--- src/rtl/sdram_guard_pkg.sv ---
package sdram_guard_pkg;

   typedef enum logic [2:0] {
      CMD_NOP = 3'd0,
      CMD_ACT = 3'd1,
      CMD_RD  = 3'd2,
      CMD_WR  = 3'd3,
      CMD_PRE = 3'd4
   } cmd_e;

   localparam int unsigned VIOL_N      = 5;
   localparam int unsigned V_CLOSED    = 0;
   localparam int unsigned V_RCD       = 1;
   localparam int unsigned V_OPEN      = 2;
   localparam int unsigned V_SAME_BANK = 3;
   localparam int unsigned V_CROSS     = 4;

   function automatic int unsigned ps_to_cycles(input int unsigned t_ps,
                                                input int unsigned tck_ps);
      int unsigned c;
      c = (t_ps + tck_ps - 1) / tck_ps;
      return (c < 1) ? 1 : c;
   endfunction

endpackage

--- src/rtl/sdram_gap_timer.sv ---
module sdram_gap_timer #(
   parameter int unsigned CYCLES = 3
) (
   input  logic clk,
   input  logic rst_n,
   input  logic start_i,
   output logic done_o
);

   generate
      if (CYCLES > 1) begin : g_count
         localparam int unsigned CW   = $clog2(CYCLES);
         localparam logic [CW-1:0] LOAD = CW'(CYCLES - 1);
         logic [CW-1:0] cnt_q;

         always_ff @(posedge clk or negedge rst_n) begin
            if (!rst_n)             cnt_q <= '0;
            else if (start_i)       cnt_q <= LOAD;
            else if (cnt_q != '0)   cnt_q <= cnt_q - 1'b1;
         end

         assign done_o = (cnt_q == '0);

         assert_cnt_bound_R1: assert property (@(posedge clk) disable iff (!rst_n)
            cnt_q <= LOAD);
         assert_reload_R1: assert property (@(posedge clk) disable iff (!rst_n)
            start_i |=> (cnt_q == LOAD));
      end else begin : g_none
         assign done_o = 1'b1;
      end
   endgenerate

endmodule

--- src/rtl/sdram_bank_state.sv ---
module sdram_bank_state #(
   parameter int unsigned ROW_W   = 12,
   parameter int unsigned RCD_CYC = 3,
   parameter int unsigned RC_CYC  = 8
) (
   input  logic             clk,
   input  logic             rst_n,
   input  logic             act_go_i,
   input  logic             pre_go_i,
   input  logic [ROW_W-1:0] row_i,
   output logic             open_o,
   output logic [ROW_W-1:0] row_o,
   output logic             rcd_ok_o,
   output logic             rc_ok_o
);

   logic             open_q;
   logic [ROW_W-1:0] row_q;

   always_ff @(posedge clk or negedge rst_n) begin
      if (!rst_n) begin
         open_q <= 1'b0;
         row_q  <= '0;
      end else if (act_go_i) begin
         open_q <= 1'b1;
         row_q  <= row_i;
      end else if (pre_go_i) begin
         open_q <= 1'b0;
      end
   end

   sdram_gap_timer #(.CYCLES(RCD_CYC)) u_rcd (
      .clk(clk), .rst_n(rst_n), .start_i(act_go_i), .done_o(rcd_ok_o));

   sdram_gap_timer #(.CYCLES(RC_CYC)) u_rc (
      .clk(clk), .rst_n(rst_n), .start_i(act_go_i), .done_o(rc_ok_o));

   assign open_o = open_q;
   assign row_o  = row_q;

   assert_open_after_act_R7: assert property (@(posedge clk) disable iff (!rst_n)
      $rose(open_q) |-> $past(act_go_i));
   assert_close_after_pre_R7: assert property (@(posedge clk) disable iff (!rst_n)
      $fell(open_q) |-> $past(pre_go_i));
   assert_row_held_R8: assert property (@(posedge clk) disable iff (!rst_n)
      !act_go_i |=> $stable(row_q));

endmodule

--- src/rtl/sdram_act_guard.sv ---
module sdram_act_guard
   import sdram_guard_pkg::*;
#(
   parameter int unsigned BANK_W  = 2,
   parameter int unsigned ROW_W   = 12,
   parameter int unsigned TCK_PS  = 8000,
   parameter int unsigned TRCD_PS = 18000,
   parameter int unsigned TRC_PS  = 60000,
   parameter int unsigned TRRD_PS = 12000
) (
   input  logic                        clk,
   input  logic                        rst_n,
   input  logic [2:0]                  cmd_i,
   input  logic [BANK_W-1:0]           bank_i,
   input  logic [ROW_W-1:0]            row_i,
   output logic [(1<<BANK_W)-1:0]      bank_open_o,
   output logic [(1<<BANK_W)*ROW_W-1:0] open_row_o,
   output logic [4:0]                  viol_pulse_o,
   output logic [BANK_W-1:0]           viol_bank_o,
   output logic [4:0]                  viol_sticky_o
);

   localparam int unsigned NBANK    = 1 << BANK_W;
   localparam int unsigned RCD_CYC  = ps_to_cycles(TRCD_PS, TCK_PS);
   localparam int unsigned RC_CYC   = ps_to_cycles(TRC_PS, TCK_PS);
   localparam int unsigned RRD_CYC  = ps_to_cycles(TRRD_PS, TCK_PS);

   generate
      if (TCK_PS == 0) begin : g_bad_tck
         $error("sdram_act_guard: TCK_PS must be non-zero");
      end
      if (BANK_W < 1 || BANK_W > 4) begin : g_bad_bank
         $error("sdram_act_guard: BANK_W out of range");
      end
      if (ROW_W < 1) begin : g_bad_row
         $error("sdram_act_guard: ROW_W must be positive");
      end
   endgenerate

   // command decode
   logic is_act, is_rw, is_pre;
   always_comb begin
      is_act = (cmd_i == CMD_ACT);
      is_rw  = (cmd_i == CMD_RD) || (cmd_i == CMD_WR);
      is_pre = (cmd_i == CMD_PRE);
   end

   // per-bank state
   logic [NBANK-1:0] open_w, rcd_ok_w, rc_ok_w, act_go, pre_go;
   logic [ROW_W-1:0] row_w [NBANK];

   generate
      for (genvar b = 0; b < NBANK; b++) begin : g_bank
         sdram_bank_state #(
            .ROW_W(ROW_W), .RCD_CYC(RCD_CYC), .RC_CYC(RC_CYC)
         ) u_bank (
            .clk(clk), .rst_n(rst_n),
            .act_go_i(act_go[b]), .pre_go_i(pre_go[b]), .row_i(row_i),
            .open_o(open_w[b]), .row_o(row_w[b]),
            .rcd_ok_o(rcd_ok_w[b]), .rc_ok_o(rc_ok_w[b]));
         assign open_row_o[b*ROW_W +: ROW_W] = row_w[b];
      end
   endgenerate

   assign bank_open_o = open_w;

   // cross-bank activate window
   logic              rrd_ok, act_ok, have_last_q;
   logic [BANK_W-1:0] last_bank_q;

   sdram_gap_timer #(.CYCLES(RRD_CYC)) u_rrd (
      .clk(clk), .rst_n(rst_n), .start_i(act_ok), .done_o(rrd_ok));

   always_ff @(posedge clk or negedge rst_n) begin
      if (!rst_n) begin
         have_last_q <= 1'b0;
         last_bank_q <= '0;
      end else if (act_ok) begin
         have_last_q <= 1'b1;
         last_bank_q <= bank_i;
      end
   end

   // rule evaluation
   logic [4:0] viol;
   always_comb begin
      viol              = '0;
      viol[V_CLOSED]    = is_rw  && !open_w[bank_i];
      viol[V_RCD]       = is_rw  &&  open_w[bank_i] && !rcd_ok_w[bank_i];
      viol[V_OPEN]      = is_act &&  open_w[bank_i];
      viol[V_SAME_BANK] = is_act && !open_w[bank_i] && !rc_ok_w[bank_i];
      viol[V_CROSS]     = is_act &&  have_last_q && (bank_i != last_bank_q) && !rrd_ok;
      act_ok            = is_act && (viol == '0);
   end

   always_comb begin
      act_go = '0;
      pre_go = '0;
      act_go[bank_i] = act_ok;
      pre_go[bank_i] = is_pre;
   end

   // reporting
   always_ff @(posedge clk or negedge rst_n) begin
      if (!rst_n) begin
         viol_pulse_o  <= '0;
         viol_bank_o   <= '0;
         viol_sticky_o <= '0;
      end else begin
         viol_pulse_o  <= viol;
         viol_bank_o   <= (viol != '0) ? bank_i : '0;
         viol_sticky_o <= viol_sticky_o | viol;
      end
   end

   assert_rw_closed_R2: assert property (@(posedge clk) disable iff (!rst_n)
      (is_rw && !bank_open_o[bank_i]) |=> viol_pulse_o[V_CLOSED]);
   assert_act_open_R4: assert property (@(posedge clk) disable iff (!rst_n)
      (is_act && bank_open_o[bank_i]) |=> viol_pulse_o[V_OPEN]);
   assert_reject_keeps_state_R8: assert property (@(posedge clk) disable iff (!rst_n)
      (!is_act && !is_pre) |=> $stable(bank_open_o));
   assert_cross_gap_R6: assert property (@(posedge clk) disable iff (!rst_n)
      (act_ok && have_last_q && bank_i != last_bank_q) |-> rrd_ok);

   generate
      for (genvar v = 0; v < 5; v++) begin : g_sticky_chk
         assert_sticky_hold_R10: assert property (@(posedge clk) disable iff (!rst_n)
            viol_sticky_o[v] |=> viol_sticky_o[v]);
         assert_pulse_sets_sticky_R9: assert property (@(posedge clk) disable iff (!rst_n)
            viol_pulse_o[v] |-> viol_sticky_o[v]);
      end
   endgenerate

endmodule

--- config.mk ---
export PLATFORM = sky130hd
export DESIGN_NAME = sdram_act_guard
export DESIGN_NICKNAME = d
export VERILOG_FILES = /design/src/rtl/sdram_guard_pkg.sv /design/src/rtl/sdram_gap_timer.sv /design/src/rtl/sdram_bank_state.sv /design/src/rtl/sdram_act_guard.sv
export SDC_FILE = /design/constraint.sdc
export NUM_CORES = 1
export LEC_CHECK = 0
export ABC_AREA = 1
export ABC_CLOCK_PERIOD_IN_PS = 2400
export BUFFER_PORTS_ARGS = -buffer_cell sky130_fd_sc_hd__buf_2
export CAP_MARGIN = 0
export CORE_UTILIZATION = 46
export DETAILED_ROUTE_END_ITERATION = 10
export GPL_TIMING_DRIVEN = 0
export PLACE_DENSITY_LB_ADDON = 0.08
export SLEW_MARGIN = 20
export SYNTH_ARGS = -nofsm -noshare
export SYNTH_HDL_FRONTEND = slang
export SYNTH_SLANG_ARGS = --single-unit
export TNS_END_PERCENT = 20
--- constraint.sdc ---
create_clock -name clk -period 2.4 [get_ports clk]
set_input_delay 0.24 -clock clk [delete_from_list [all_inputs] [get_ports clk]]
set_output_delay 0.24 -clock clk [all_outputs]
set_load 0.02 [all_outputs]
==> results of run 1 <==
[Yosys cell counts, drive strengths merged]
| library cell | instances | share of area, % |
|---|---|---|
| nand2 | 163 | 17 |
| dfrtp | 88 | 51 |
| nand4 | 52 | 8.9 |
| inv | 44 | 4.1 |
| nor2 | 23 | 3.9 |
| buf | 19 | 4.2 |
| nand3 | 15 | 2.2 |
| o21ai | 14 | 1.8 |
| ha | 12 | 3.5 |
| a21oi | 6 | 0.96 |
| xnor2 | 6 | 1.2 |
| clkbuf | 5 | 0.44 |
| or2 | 5 | 0.73 |
| nor3 | 2 | 0.23 |
| o31ai | 1 | 0.17 |
[per-layer routing]
layer / vias to the layer above / share of wire (%) / track usage [%]
met5: - / 0 / 0
met4: 0 / 0.84 / 7.00
met3: 8 / 5.9 / 3.19
met2: 103 / 44 / 31.9
met1: 1585 / 49 / 33.5
li1: 1660 / - / -
[power by group through the flow]
stage                     Clock [mW]  Sequential (mW)  Combinational [mW]
final                           1.06             2.21                2.12
after global routing            1.14             2.27                2.42
after CTS                       1.09             2.21                2.15
after detailed placement           0             2.24                2.14
after global placement             0             2.22                2.06
after floorplan                    0             2.52                1.25
[worst min-delay path, stage by stage]
cell and delay [ns]:
buf_2 0.13, nand4_1 0.08, nand2_1 0.05
[sequential cells by signal, summed over array words and instances (netlist names)]
| signal | cells |
|---|---|
| viol_pulse_o | 5 |
| g_bank.u_bank.row_o | 48 |
| u_rrd.g_count.cnt_q | 1 |
| viol_sticky_o | 5 |
| g_bank.u_bank.open_o | 4 |
| last_bank_q | 2 |
| g_bank.u_bank.u_rcd.g_count.cnt_q | 8 |
| have_last_q | 1 |
| g_bank.u_bank.u_rc.g_count.cnt_q | 12 |
| viol_bank_o | 2 |
[what timing repair did]
item / in CTS / in global routing
hold buffers: 1 / 0
endpoints found under the setup margin: 0 / 0
hold endpoints to repair: 31 / 0
[worst paths after layout]
kind	slack [ns]	endpoint	startpoint	cells after the start
worst max-delay path	0.39	g_bank[0].u_bank.row_o[8]$_DFFE_PN0P_	g_bank[0].u_bank.u_rc.g_count.cnt_q[0]$_DFFE_PN0P_	12
worst min-delay path	0.16	g_bank[3].u_bank.row_o[4]$_DFFE_PN0P_	row_i[4]	3
worst max register to register	0.39	g_bank[0].u_bank.row_o[8]$_DFFE_PN0P_	g_bank[0].u_bank.u_rc.g_count.cnt_q[0]$_DFFE_PN0P_	12
worst min register to register	0.46	viol_sticky_o[1]$_DFF_PN0_	viol_sticky_o[1]$_DFF_PN0_	1
max in group asynchronous	1.41	g_bank[3].u_bank.u_rc.g_count.cnt_q[2]$_DFFE_PN0P_	rst_n	3
min in group asynchronous	0.36	viol_pulse_o[0]$_DFF_PN0_	rst_n	2
[cell families after synthesis]
| kind of cell | count (synthesis) | synth area share (%) |
|---|---|---|
| and+or+nand+nor | 260 | 32.6 |
| DFF | 88 | 51.1 |
| buffers and inverters | 68 | 8.66 |
| AOI/OAI and AO/OA | 21 | 2.93 |
| adders and majority gates | 12 | 3.49 |
| xor gates and xnor gates | 6 | 1.22 |
[through the flow]
step | util, % | cell area, um^2
2_1_floorplan | - | 4310
3_3_place_gp | 54.5 | 4840
3_5_place_dp | 54.8 | 4870
4_1_cts | 57.2 | 5090
5_1_grt | 57.2 | 5090
6_report | 57.2 | 5090
[final cells by class]
type,instances,area [um^2]
buffer,24,198
clock buffer,10,128
clock inverter,6,75.1
fill,801,3800
inverter,44,175
multi-input combinational,299,1730
sequential,88,2200
tap,108,135
timing repair buffer,82,440
==> results.cfg, run 1 <==
[run_status]
status = finished, final reports clean

[routing]
drt_iter0_drc = 143
drc_errors = 0
vias = 3356
vias_per_cell = 5.08
wl_mm = 9.88
detail_route.first_pass.iterations = 4
final_antenna_net_count = 0
wl_per_cell_um = 14.9

[placement]
place_inst = 644
gp_congestion = 0.776
io_buffer_count = 80
dp_slack_ns = 0.382
dp_hpwl_mm = 7.28

[layout]
most-common-layout-cells = nand2_1 (143), dfrtp_1 (88), buf_2 (80)
drive_above_1_share_pct = 29.3
insertedDiodeCount = 0
num-nets-final = 579
layout_commonest_cell = nand2_1
area_delta_synth_final_pct = 18.1
layoutNonFillerInstCount = 661

[floorplan]
start_util_pct = 48.5
die_x_um = 98.8
fp-row-count = 34
dieHeight_um = 98.8
io_pins = 83
dieArea_um2 = 9760
fp.coreArea_um2 = 8890

[power_and_ir_drop]
power_frac_clock_pct = 19.7
p_per_area_nw_per_um2 = 1060
internal_power_mw = 3.26
p_seq_share_pct = 41.0
sw_frac_of_total_pct = 39.6
pwr-share-comb_pct = 39.3
p_switching_mw = 2.14
power_mw = 5.39
peakVddDrop_mv = 0.499
leakage_nw = 2.84

[clock_tree]
clock-sinks = 88
clockRootBuffer = clkbuf_8
post_cts_resized = 0
numCtsBuffers = 9
htreeDepth = 3
clk_path_buf_depth = 2
clkTransAtPathRegs_ns = 0.10
cts_tree = built
clock_latency_ns = 0.36
cts_setup_buffers = 0

[yosys]
yosysSeqAreaShare_pct = 51.1
ys_types = 31
yosysWarnings = 0
synth_cells = 455
ys_seq_elements = 88
syn_area_per_cell_um2 = 9.47
syn_area_um2 = 4310
synth.net_count = 486

[setup_path]
critPathRequiredTime_ns = 2.65
crit_top_cell = nand2_1
slowest_stage = dfrtp_1
start_kind = register
crit_type = register to register
end_kind = register
crit_path_max_incr_delay_ns = 0.39
crit_family = simple AND/OR/NAND/NOR gates
crit_chain = inv_1, ha_1, nand2_1, nor2_1, nor2_1, nand2_1, nor2_4, nor2_8, nand4_4, buf_6, nand2_1, nand2_1
crit_fanout = 10
cp_num_buf_inv = 2
arrival_ns = 2.26

[timing]
fin_setup_tns_ns = 0
hold_viol = 0
max-slew-margin-rel_pct = 68.1
setup_viol = 0
clock.fmax_mhz = 497
final_max_slew_viol_count = 0
postLayoutSetupSlackWorst_ns = 0.389
worstMarginPinSlew_ns = 0.479
timing.hold.ws_ns = 0.164
fin_crit_ns = 2.01
rsz0062_at_grt = no
fin_crit_sh_pct = 83.8
clock_skew_ns = 0.0149

[grt]
grt_pass1_wl_mm = 16.5
grt_max_degree = 58
grt.total_usage_pct = 21.9
grt_pass1_vias = 3209
grt-ovfl-total = 0
antenna_found_initial = 0

[flow_run]
maxCapViolations = 0

[hold_path]
min_path_type = primary input to register
(Power assumes the default switching activity.)
==> run 2: changes to the inputs <==
- ABC_CLOCK_PERIOD_IN_PS: 2400 -> 1920
- clock period: 2.4 -> 1.92 ns (I/O delays scaled with it)
==> results.cfg, run 2 (same netlist as run 1, synthesis figures left out) <==
[run_status]
status = finished, final reports clean

[setup_path]
critPathRequiredTime_ns = 2.18
crit_fanout = 8
crit_top_cell = nand2_1
cp_num_buf_inv = 2
crit_type = register to register
slowest_stage = dfrtp_1
crit_path_max_incr_delay_ns = 0.40
end_kind = register
start_kind = register
crit_family = simple AND/OR/NAND/NOR gates
arrival_ns = 2.08
crit_chain = inv_2, ha_4, nand2_4, nor2_2, nor2_1, nand2_1, nor2_4, nor2_8, nand4_4, buf_12, nand2_1, nand2_1

[routing]
vias = 3498
wl_mm = 10.6
drt_iter0_drc = 186
vias_per_cell = 5.19
wl_per_cell_um = 15.7
detail_route.first_pass.iterations = 4
final_antenna_net_count = 0
drc_errors = 0

[placement]
dp_slack_ns = -0.0979
io_buffer_count = 80
gp_congestion = 0.776
dp_hpwl_mm = 7.28

[timing]
clock_skew_ns = 0.0172
fin_crit_ns = 1.82
setup_viol = 0
final_max_slew_viol_count = 0
clock.fmax_mhz = 549
max-slew-margin-rel_pct = 68.5
fin_crit_sh_pct = 94.9
hold_viol = 0
worstMarginPinSlew_ns = 0.472
postLayoutSetupSlackWorst_ns = 0.0984

[flow_run]
maxCapViolations = 0

[layout]
area_delta_synth_final_pct = 24.5
largest_reg_flops = 48
insertedDiodeCount = 0
fillCellCount = 780
num-nets-final = 592
layout_commonest_cell = nand2_1
drive_above_1_share_pct = 35.0
fin_util_pct = 60.3
most-common-layout-cells = nand2_1 (140), dfrtp_1 (88), buf_2 (81)

[grt]
grt.total_usage_pct = 22.2
grt_pass1_vias = 3237
antenna_found_initial = 0
grt-ovfl-total = 0
grt_max_degree = 58
grt_pass1_wl_mm = 16.8

[floorplan]
fp.coreArea_um2 = 8890
fp-row-count = 34
die_x_um = 98.8
dieArea_um2 = 9760
dieHeight_um = 98.8
start_util_pct = 48.5
io_pins = 83

[clock_tree]
clock_latency_ns = 0.36
cts_tree = built
htreeDepth = 3
clockRootBuffer = clkbuf_8
clkTransAtPathRegs_ns = 0.10
clock-sinks = 88
clk_path_buf_depth = 2
numCtsBuffers = 9

[power_and_ir_drop]
peakVddDrop_mv = 0.716
leakage_nw = 2.93
p_per_area_nw_per_um2 = 1330

[hold_path]
min_path_type = primary input to register
[run 2: worst min-delay path, delay by kind of cell]
family	cells	cell delay [ns]
buffers and inverters	1	0.13
AND/OR/NAND/NOR	2	0.14
[run 2: path summary, 6_finish.rpt]
check / end / slack [ns] / cells past startpoint / start
setup / recovery: g_bank[1].u_bank.row_o[3]$_DFFE_PN0P_ / 0.1 / 12 / g_bank[0].u_bank.u_rc.g_count.cnt_q[0]$_DFFE_PN0P_
setup reg to reg: g_bank[1].u_bank.row_o[3]$_DFFE_PN0P_ / 0.1 / 12 / g_bank[0].u_bank.u_rc.g_count.cnt_q[0]$_DFFE_PN0P_
max in group asynchronous: g_bank[3].u_bank.u_rc.g_count.cnt_q[2]$_DFFE_PN0P_ / 0.98 / 3 / rst_n
min in group asynchronous: viol_pulse_o[0]$_DFF_PN0_ / 0.31 / 2 / rst_n
hold / removal: g_bank[1].u_bank.row_o[4]$_DFFE_PN0P_ / 0.12 / 3 / row_i[4]
hold reg to reg: viol_sticky_o[1]$_DFF_PN0_ / 0.46 / 1 / viol_sticky_o[1]$_DFF_PN0_
[run 2: per-stage QoR]
step | power [mW] | area, um^2 | hold slack, ns | std cells | TNS [ns]
final | 7.15 | 5360 | 0.119 | 674 | 0
after global routing | 7.72 | 5360 | 0.110 | 674 | -0.0325
after CTS | 6.82 | 5130 | 0.111 | 664 | -0.0218
after detailed placement | 5.47 | 4870 | 0.169 | 644 | -1.21
after global placement | 5.35 | 4840 | 0.448 | 643 | -12.16
after floorplan | 4.71 | 4310 | -0.104 | 455 | 0
[run 2: final cells by class]
type	count	area (um^2)	area share, %
clock buffer	10	128	2.38
clock inverter	6	75.1	1.40
tap	108	135	2.52
inverter	44	175	3.27
buffer	24	201	3.76
sequential	88	2200	41.1
timing repair buffer	95	603	11.2
multi-input combinational	299	1840	34.4
[run 2: routing by layer]
metal	vias to the layer above	share of wire (%)	global-route usage, %
met5	-	0	0
met4	0	0.95	7.00
met3	7	5.2	3.19
met2	120	46	32.5
met1	1685	48	33.9
li1	1686	-	-
[run 2: repair_timing]
| action | 4_1_cts | 5_1_grt |
|---|---|---|
| hold endpoints to repair | 31 | 0 |
| pin swaps | 1 | 8 |
| setup buffers | 3 | 6 |
| gates cloned | 0 | 4 |
| setup endpoints to repair | 30 | 66 |
| hold buffers | 1 | 0 |
| resized for setup | 2 | 33 |
[run 2: power breakdown]
part	leakage, nW	total (mW)	internal (mW)	switching [mW]
clock network	0.0994	1.34	0.623	0.712
registers	1.09	2.78	2.43	0.345
logic	1.74	3.03	1.23	1.81
